File: config.mk
export PLATFORM = sky130hd
export DESIGN_NAME = mbx_irq
export DESIGN_NICKNAME = d
export VERILOG_FILES = /design/src/rtl/mbx_pkg.sv /design/src/rtl/mbx_port_dec.sv /design/src/rtl/mbx_ctrl.sv /design/src/rtl/mbx_flags.sv /design/src/rtl/mbx_irq.sv
export SDC_FILE = /design/constraint.sdc
export NUM_CORES = 1
export LEC_CHECK = 0
export ABC_CLOCK_PERIOD_IN_PS = 1350
export BUFFER_PORTS_ARGS = -buffer_cell sky130_fd_sc_hd__buf_2
export CAP_MARGIN = 5
export CORE_AREA = 2 2 39 41
export DETAILED_ROUTE_END_ITERATION = 10
export DIE_AREA = 0 0 41 43
export PLACE_DENSITY_LB_ADDON = 0.25
export SYNTH_ARGS = -nofsm -noshare
export SYNTH_HDL_FRONTEND = slang
export SYNTH_HIERARCHICAL = 1
export SYNTH_SLANG_ARGS = --single-unit
File: constraint.sdc
create_clock -name clk -period 1.35 [get_ports clk]
set_input_delay 0 -clock clk [delete_from_list [all_inputs] [get_ports clk]]
set_output_delay 0 -clock clk [all_outputs]
set_load 0.02 [all_outputs]
File: src/rtl/mbx_pkg.sv
package mbx_pkg;
  // Index of each side in the per-port arrays
  localparam int SIDE_L = 0;
  localparam int SIDE_R = 1;

  // Strobes from control to flag datapath
  typedef struct packed {
    logic setL;
    logic clrL;
    logic setR;
    logic clrR;
  } mbxStrobe_t;
endpackage

File: src/rtl/mbx_port_dec.sv
module mbx_port_dec #(
  parameter int ADDR_W = 19,
  parameter logic [ADDR_W-1:0] OWN_BOX = '1,
  parameter logic [ADDR_W-1:0] PEER_BOX = '1
) (
  input  logic              ce0N,
  input  logic              ce1,
  input  logic              oeN,
  input  logic              rwN,
  input  logic              busyN,
  input  logic [ADDR_W-1:0] addr,
  output logic              memWe,
  output logic              postHit,
  output logic              drainHit
);
  logic sel;

  always_comb begin
    sel      = !ce0N && ce1;
    // busy on this port blocks the write completely
    memWe    = sel && !rwN && busyN;
    // a gated write into the partner's mailbox notifies it
    postHit  = memWe && (addr == PEER_BOX);
    // output-enabled access to own mailbox collects; rwN is ignored
    drainHit = sel && !oeN && (addr == OWN_BOX);
  end
endmodule

File: src/rtl/mbx_ctrl.sv
module mbx_ctrl
  import mbx_pkg::*;
#(
  parameter int ADDR_W = 19
) (
  input  logic                   clk,
  input  logic                   rstN,
  input  logic                   mbxEn,
  input  logic [1:0]             ce0N,
  input  logic [1:0]             ce1,
  input  logic [1:0]             oeN,
  input  logic [1:0]             rwN,
  input  logic [1:0]             busyN,
  input  logic [1:0][ADDR_W-1:0] addr,
  output logic [1:0]             memWe,
  output mbxStrobe_t             str
);
  localparam logic [ADDR_W-1:0] TOP_BOX = {ADDR_W{1'b1}};
  localparam logic [ADDR_W-1:0] LOW_BOX = TOP_BOX ^ ADDR_W'(1);

  logic [1:0] postHit;
  logic [1:0] drainHit;

  for (genvar gi = 0; gi < 2; gi++) begin : g_side
    // left owns the lower mailbox, right owns the top one
    localparam logic [ADDR_W-1:0] OWN  = (gi == SIDE_L) ? LOW_BOX : TOP_BOX;
    localparam logic [ADDR_W-1:0] PEER = (gi == SIDE_L) ? TOP_BOX : LOW_BOX;
    mbx_port_dec #(
      .ADDR_W  (ADDR_W),
      .OWN_BOX (OWN),
      .PEER_BOX(PEER)
    ) u_dec (
      .ce0N    (ce0N[gi]),
      .ce1     (ce1[gi]),
      .oeN     (oeN[gi]),
      .rwN     (rwN[gi]),
      .busyN   (busyN[gi]),
      .addr    (addr[gi]),
      .memWe   (memWe[gi]),
      .postHit (postHit[gi]),
      .drainHit(drainHit[gi])
    );
  end

  always_comb begin
    str.setL = postHit[SIDE_R] && mbxEn;
    str.clrL = drainHit[SIDE_L];
    str.setR = postHit[SIDE_L] && mbxEn;
    str.clrR = drainHit[SIDE_R];
  end


  busy_gate_chk: assert property (@(posedge clk) disable iff (!rstN)
    !busyN[SIDE_R] |-> (!str.setL && !memWe[SIDE_R]));


  busy_gate_l_chk: assert property (@(posedge clk) disable iff (!rstN)
    !busyN[SIDE_L] |-> (!str.setR && !memWe[SIDE_L]));


  unsel_quiet_chk: assert property (@(posedge clk) disable iff (!rstN)
    (ce0N[SIDE_L] || !ce1[SIDE_L]) |-> (!memWe[SIDE_L] && !str.setR && !str.clrL));
endmodule

File: src/rtl/mbx_flags.sv
module mbx_flags
  import mbx_pkg::*;
(
  input  logic       clk,
  input  logic       rstN,
  input  logic       mbxEn,
  input  mbxStrobe_t str,
  output logic       lIntN,
  output logic       rIntN
);
  logic [1:0] setV;
  logic [1:0] clrV;
  logic [1:0] pend;

  always_comb begin
    setV[SIDE_L] = str.setL;
    setV[SIDE_R] = str.setR;
    clrV[SIDE_L] = str.clrL;
    clrV[SIDE_R] = str.clrR;
  end

  for (genvar gi = 0; gi < 2; gi++) begin : g_flag
    always_ff @(posedge clk) begin
      if (!rstN || !mbxEn) pend[gi] <= 1'b0;
      else if (setV[gi])   pend[gi] <= 1'b1;   // set has priority
      else if (clrV[gi])   pend[gi] <= 1'b0;
    end
  end

  assign lIntN = !pend[SIDE_L];
  assign rIntN = !pend[SIDE_R];


  set_wins_chk: assert property (@(posedge clk) disable iff (!rstN)
    (mbxEn && str.setL) |=> !lIntN);


  clear_drop_chk: assert property (@(posedge clk) disable iff (!rstN)
    (mbxEn && str.clrL && !str.setL) |=> lIntN);


  disabled_idle_chk: assert property (@(posedge clk) disable iff (!rstN)
    !mbxEn |=> (lIntN && rIntN));


  hold_chk: assert property (@(posedge clk) disable iff (!rstN)
    (mbxEn && !str.setR && !str.clrR) |=> (rIntN == $past(rIntN)));
endmodule

File: src/rtl/mbx_irq.sv
module mbx_irq
  import mbx_pkg::*;
#(
  parameter int ADDR_W = 19
) (
  input  logic              clk,
  input  logic              rstN,
  input  logic              mbxEn,
  input  logic              lCe0N,
  input  logic              lCe1,
  input  logic              lOeN,
  input  logic              lRwN,
  input  logic              lBusyN,
  input  logic [ADDR_W-1:0] lAddr,
  input  logic              rCe0N,
  input  logic              rCe1,
  input  logic              rOeN,
  input  logic              rRwN,
  input  logic              rBusyN,
  input  logic [ADDR_W-1:0] rAddr,
  output logic              lMemWe,
  output logic              rMemWe,
  output logic              lIntN,
  output logic              rIntN
);
  mbxStrobe_t str;
  logic [1:0] memWe;

  mbx_ctrl #(.ADDR_W(ADDR_W)) u_ctrl (
    .clk  (clk),
    .rstN (rstN),
    .mbxEn(mbxEn),
    .ce0N ({rCe0N, lCe0N}),
    .ce1  ({rCe1, lCe1}),
    .oeN  ({rOeN, lOeN}),
    .rwN  ({rRwN, lRwN}),
    .busyN({rBusyN, lBusyN}),
    .addr ({rAddr, lAddr}),
    .memWe(memWe),
    .str  (str)
  );

  mbx_flags u_flags (
    .clk  (clk),
    .rstN (rstN),
    .mbxEn(mbxEn),
    .str  (str),
    .lIntN(lIntN),
    .rIntN(rIntN)
  );

  assign lMemWe = memWe[SIDE_L];
  assign rMemWe = memWe[SIDE_R];
endmodule

==> results.sh, run 1 <==
export IMPL_cp_cell_sequence="buf_2, nand2b_4, nor4_2, and3_1, and2_1, inv_1, a21oi_1"
export IMPL_rows=14
export IMPL_cts_sinks=2
export IMPL_numCtsBuffers=3
export IMPL_overflow=0
export IMPL_globalplace_congestion=0.648
export IMPL_power_density_nw_per_um2=482
export IMPL_syn2layout_area_growth_pct=113
export IMPL_tightest_slew_ns=0.221
export IMPL_min_period_ns=0.800
export IMPL_path_class="input port to register"
export IMPL_p_int_w=0.000221
export IMPL_final_common_cell="buf_2"
export IMPL_endpoint_kind="register"
export IMPL_power_switching_w=0.0000633
export IMPL_avgSynthCellArea_sq_um=7.28
export IMPL_postCtsSetupRepairBufs=0
export IMPL_first_pass_iters=1
export IMPL_pre_cts_ws_ns=0.301
export IMPL_status="finished clean"
export IMPL_comb_power_share=0.335
export IMPL_skew_ns=0
export IMPL_final_setup_viol_count=0
export IMPL_peakVddDrop_uv=128
export IMPL_p_leak_nw=0.315
export IMPL_dp_cells=108
export IMPL_period_share=0.592
export IMPL_vias_per_cell=4.18
export IMPL_die_area_sq_um=1760
export IMPL_insertion_delay_ns=0.22
export IMPL_start_util=0.200
export IMPL_setup_slack_ns=0.550
export IMPL_vias=464
export IMPL_final_cell_mix="buf_2 (54), nand4_1 (6), nand3_1 (4), inv_1 (4)"
export IMPL_maxSlewHeadroom=0.852
export IMPL_fmax_mhz=1250
export IMPL_grt_busiest_layer="met2"
export IMPL_grt_usage=0.136
export IMPL_io_buffers=54
export IMPL_crit_path_start_kind="input port"
export IMPL_path_delay_family="simple AND/OR/NAND/NOR gates"
export IMPL_yosysUniqueCellTypes=16
export IMPL_registers_top_by_ff_count="u_flags/pend"
export IMPL_cap_violations=0
export IMPL_route_detailed_drc=0
export IMPL_antennaDiodeCount=0
export IMPL_synth_cells=38
export IMPL_top_regs="u_flags/pend: 2 flops"
export IMPL_cts_max_level=1
export IMPL_coreArea_sq_um=1380
export IMPL_final_nets=148
export IMPL_antenna_found_initial=0
export IMPL_crit_fanout=2
export IMPL_grtUsageMet1=0.142
export IMPL_critPathBufInv=2
export IMPL_fin_cells=111
export IMPL_ys_ff_latch=2
export IMPL_die_h_um=43
export IMPL_ys_seq_area_frac=0.145
export IMPL_ctsHoldBuffers=0
export IMPL_cp_required_ns=1.50
export IMPL_layout_drive_gt1_share=0.653
export IMPL_finalHoldViolCount=0
export IMPL_drtIter0Drc=0
export IMPL_grt_max_degree=4
export IMPL_netlist_area_sq_um=277
export IMPL_max_stage_delay_ns=0.28
export IMPL_rsz0062_at_grt="no"
export IMPL_io_pin_count=55
export IMPL_grt_pass1_vias=486
export IMPL_cts_root_buf="clkbuf_4"
export IMPL_die_w_um=41
export IMPL_clkPwrFrac=0.455
export IMPL_setup_tns_ns=0
export IMPL_ant_nets=0
export IMPL_swShare=0.223
export IMPL_cts_tree="built"
export IMPL_slew_viol_final=0
export IMPL_arrival_ns=0.95
export IMPL_pwr_share_seq=0.210
export IMPL_cts_resized_gates=0
export IMPL_yosys_warnings=6
export IMPL_cts_path_max_buffers=2
export IMPL_met2_usage=0.225
export IMPL_critical_path_slowest_cell="nor4_2"
export IMPL_cts_reportedPaths_clkPinSlew_ns=0.03
export IMPL_largest_reg_flops=2
export IMPL_hp_class="input port to register"
export IMPL_routed_wl_um=926
export IMPL_use_met3=0
export IMPL_grt_pass1_wl_um=1680
export IMPL_wl_per_cell_um=8.34
export IMPL_synth_net_count=89
-- worst register-to-register path: stages (launching register included) --
cell and delay [ns]:
dfxtp_1 0.32, nand2b_1 0.06, a21oi_1 0.13
-- logic make-up after synthesis --
logic type | count (synthesis) | synth area share
AO/OA/AOI/OAI | 2 | 0.0362
buffers and inverters | 4 | 0.0543
flip-flops | 2 | 0.145
AND/OR/NAND/NOR | 30 | 0.765
-- worst paths after layout --
path,from,slack (ns),cells after the start,to
hold reg to reg,u_flags/pend[1],0.47,2,u_flags/pend[1]
setup / recovery,lCe0N,0.55,7,u_flags/pend[1]
setup reg to reg,u_flags/pend[0],0.77,2,u_flags/pend[0]
hold / removal,rstN,0.04,3,u_flags/pend[0]
-- cells in the mapped netlist, drive strengths merged --
| cell | n | area share |
|---|---|---|
| and4b | 1 | 0.036 |
| dfxtp | 2 | 0.14 |
| and2 | 2 | 0.045 |
| nand2b | 4 | 0.14 |
| and3b | 1 | 0.032 |
| nand2 | 1 | 0.014 |
| and3 | 3 | 0.072 |
| nor4 | 2 | 0.090 |
| nor3b | 3 | 0.081 |
| inv | 4 | 0.054 |
| nand4 | 6 | 0.14 |
| nor2 | 3 | 0.041 |
| a21oi | 2 | 0.036 |
| nand3 | 4 | 0.072 |
-- per-layer routing --
layer	vias up	part of all wire
met3	2	0.079
met4	0	0.013
li1	256	-
met2	20	0.58
met1	186	0.33
met5	-	0
-- through the flow --
step | cell area, sq um | utilization | power [W] | hold slack (ns)
finish | 589 | 0.426 | 0.000284 | 0.0414
CTS | 589 | 0.426 | 0.000295 | 0.0331
floorplan | 277 | - | 0.0000815 | 0.0817
global route | 589 | 0.426 | 0.000309 | 0.0567
detailed placement | 567 | 0.410 | 0.000157 | 0.266
global placement | 567 | 0.410 | 0.000155 | 0.268
-- power by group through the flow --
stage                     clock [W]  sequential, W  combinational (W)
final                      0.000129      0.0000596          0.0000952
after floorplan                   0      0.0000603          0.0000212
after detailed placement          0      0.0000603          0.0000964
after CTS                  0.000139      0.0000596          0.0000966
after global placement            0      0.0000603          0.0000948
after global routing       0.000141      0.0000595           0.000108
-- final cells by class --
cell class | count | area (sq um)
sequential | 2 | 40.0
timing repair buffer | 54 | 270
fill | 159 | 795
clock buffer | 3 | 22.5
inverter | 4 | 15.0
tap | 16 | 20.0
multi-input combinational | 32 | 221
(Power assumes the default switching activity.)
==> inputs of run 2 (changes only) <==
--- a/config.mk
+++ b/config.mk
@@ -5,7 +5,7 @@
 export SDC_FILE = /design/constraint.sdc
 export NUM_CORES = 1
 export LEC_CHECK = 0
-export ABC_CLOCK_PERIOD_IN_PS = 1350
+export ABC_CLOCK_PERIOD_IN_PS = 800
 export BUFFER_PORTS_ARGS = -buffer_cell sky130_fd_sc_hd__buf_2
 export CAP_MARGIN = 5
 export CORE_AREA = 2 2 39 41
==> constraint.sdc (replaced) <==
create_clock -name clk -period 0.8 [get_ports clk]
set_input_delay 0 -clock clk [delete_from_list [all_inputs] [get_ports clk]]
set_output_delay 0 -clock clk [all_outputs]
set_load 0.02 [all_outputs]
==> run 2 against run 1 <==
The flow now finishes with violations (negative setup slack). Global-route usage down 1.5 points. Combinational power rose by 100%. Largest power group unchanged. Sequential share of layout area decreased by 0.70 points.
==> results.sh, run 2 (synthesis gave the netlist of run 1 again) <==
export IMPL_crit_fanout=2
export IMPL_wl_per_cell_um=10.1
export IMPL_die_w_um=41
export IMPL_fmax_mhz=1250
export IMPL_rows=14
export IMPL_grt_pass1_vias=452
export IMPL_skew_ns=0
export IMPL_status="finished with violations"
export IMPL_path_delay_family="simple AND/OR/NAND/NOR gates"
export IMPL_insertion_delay_ns=0.22
export IMPL_critical_path_slowest_cell="nor4_4"
export IMPL_cp_cell_sequence="buf_6, nand2b_4, nor4_4, and3_4, and2_4, inv_2, a21oi_2"
export IMPL_layout_drive_gt1_share=0.695
export IMPL_cts_sinks=2
export IMPL_max_stage_delay_ns=0.27
export IMPL_peakVddDrop_uv=284
export IMPL_power_density_nw_per_um2=798
export IMPL_tightest_slew_ns=0.230
export IMPL_io_buffers=54
export IMPL_cts_path_max_buffers=2
export IMPL_register_area_sq_um=40.0
export IMPL_largest_reg_flops=2
export IMPL_die_area_sq_um=1760
export IMPL_final_util=0.475
export IMPL_slew_viol_final=0
export IMPL_io_pin_count=55
export IMPL_arrival_ns=0.96
export IMPL_hpwl_um=855
export IMPL_registers_top_by_ff_count="u_flags/pend"
export IMPL_cts_max_level=1
export IMPL_min_period_ns=0.800
export IMPL_final_nets=148
export IMPL_grt_pass1_wl_um=1500
export IMPL_multi_input_comb_area_sq_um=245
export IMPL_critPathBufInv=2
export IMPL_antennaDiodeCount=0
export IMPL_cp_required_ns=0.96
export IMPL_vias=503
export IMPL_numCtsBuffers=3
export IMPL_fin_cells=111
export IMPL_die_h_um=43
export IMPL_crit_path_start_kind="input port"
export IMPL_rsz0062_at_grt="yes"
export IMPL_final_cell_mix="buf_2 (47), buf_6 (7), nand4_1 (6)"
export IMPL_design_area_sq_um=657
export IMPL_grt_usage=0.121
export IMPL_top_regs="u_flags/pend: 2 flops"
export IMPL_drtIter0Drc=5
export IMPL_syn2layout_area_growth_pct=138
export IMPL_cts_reportedPaths_clkPinSlew_ns=0.03
export IMPL_start_util=0.200
export IMPL_route_detailed_drc=0
export IMPL_violations="negative setup slack"
export IMPL_p_leak_nw=0.341
export IMPL_overflow=0
export IMPL_fillers=148
export IMPL_first_pass_iters=2
export IMPL_coreArea_sq_um=1380
export IMPL_ant_nets=0
export IMPL_endpoint_kind="register"
export IMPL_period_share=1.00
export IMPL_hp_class="input port to register"
export IMPL_cap_violations=0
export IMPL_place_area_sq_um=571
export IMPL_globalplace_congestion=0.629
export IMPL_setup_tns_ns=-0.000130
export IMPL_final_common_cell="buf_2"
export IMPL_dp_cells=108
export IMPL_cts_tree="built"
export IMPL_path_class="input port to register"
export IMPL_finalHoldViolCount=0
export IMPL_finalPower_w=0.000524
export IMPL_postCtsSetupRepairBufs=0
export IMPL_grt_max_degree=4
export IMPL_cts_root_buf="clkbuf_4"
export IMPL_setup_slack_ns=-0.000130
export IMPL_antenna_found_initial=0
export IMPL_routed_wl_um=1120
export IMPL_final_setup_viol_count=1
export IMPL_maxSlewHeadroom=0.846
export IMPL_vias_per_cell=4.53
==> run 2: layer usage <==
metal | vias to the layer above | GRT usage | share of wire
met3 | 0 | 0.0157 | 0.11
met2 | 30 | 0.225 | 0.57
met4 | 0 | 0.0800 | 0
li1 | 256 | - | -
met5 | - | 0 | 0
met1 | 217 | 0.108 | 0.31
==> run 2: worst paths after layout <==
check / start / slack (ns) / depth (start not counted) / end
setup / recovery: rCe0N / -0.0001 / 7 / u_flags/pend[0]
hold / removal: rstN / 0.05 / 3 / u_flags/pend[0]
setup reg to reg: u_flags/pend[0] / 0.23 / 2 / u_flags/pend[0]
hold reg to reg: u_flags/pend[1] / 0.48 / 2 / u_flags/pend[1]
==> run 2: per-stage QoR <==
step / setup slack, ns / hold WS (ns)
finish: -0.000130 / 0.0511
global route: -0.0483 / 0.0428
CTS: 0.0204 / 0.0185
detailed placement: -0.206 / 0.263
global placement: -0.191 / 0.267
floorplan: -0.0483 / 0.0817
==> run 2: repair_timing <==
item / 4_1_cts / 5_1_grt
hold buffers: 0 / 0
endpoints found under the hold margin: 0 / 0
setup endpoints to repair: 0 / 2
gates resized for setup: 0 / 12
==> run 2: area by class of cell <==
cell class | count | share of cell area
clock buffers | 3 | 0.0343
multi-input cells | 32 | 0.373
repair buffers | 54 | 0.478
flip-flops and latches | 2 | 0.0610
well taps | 16 | 0.0305
inverters | 4 | 0.0229
==> run 2: worst register-to-register path, stage by stage (launching register included) <==
cell and delay (ns):
dfxtp_1 0.32, nand2b_1 0.08, a21oi_2 0.11
==> run 2: where the power goes <==
group              switching, W  internal (W)
sequential     0.00000000000288      0.000100
clock                 0.0000655      0.000166
combinational         0.0000631      0.000129
total                  0.000129      0.000396
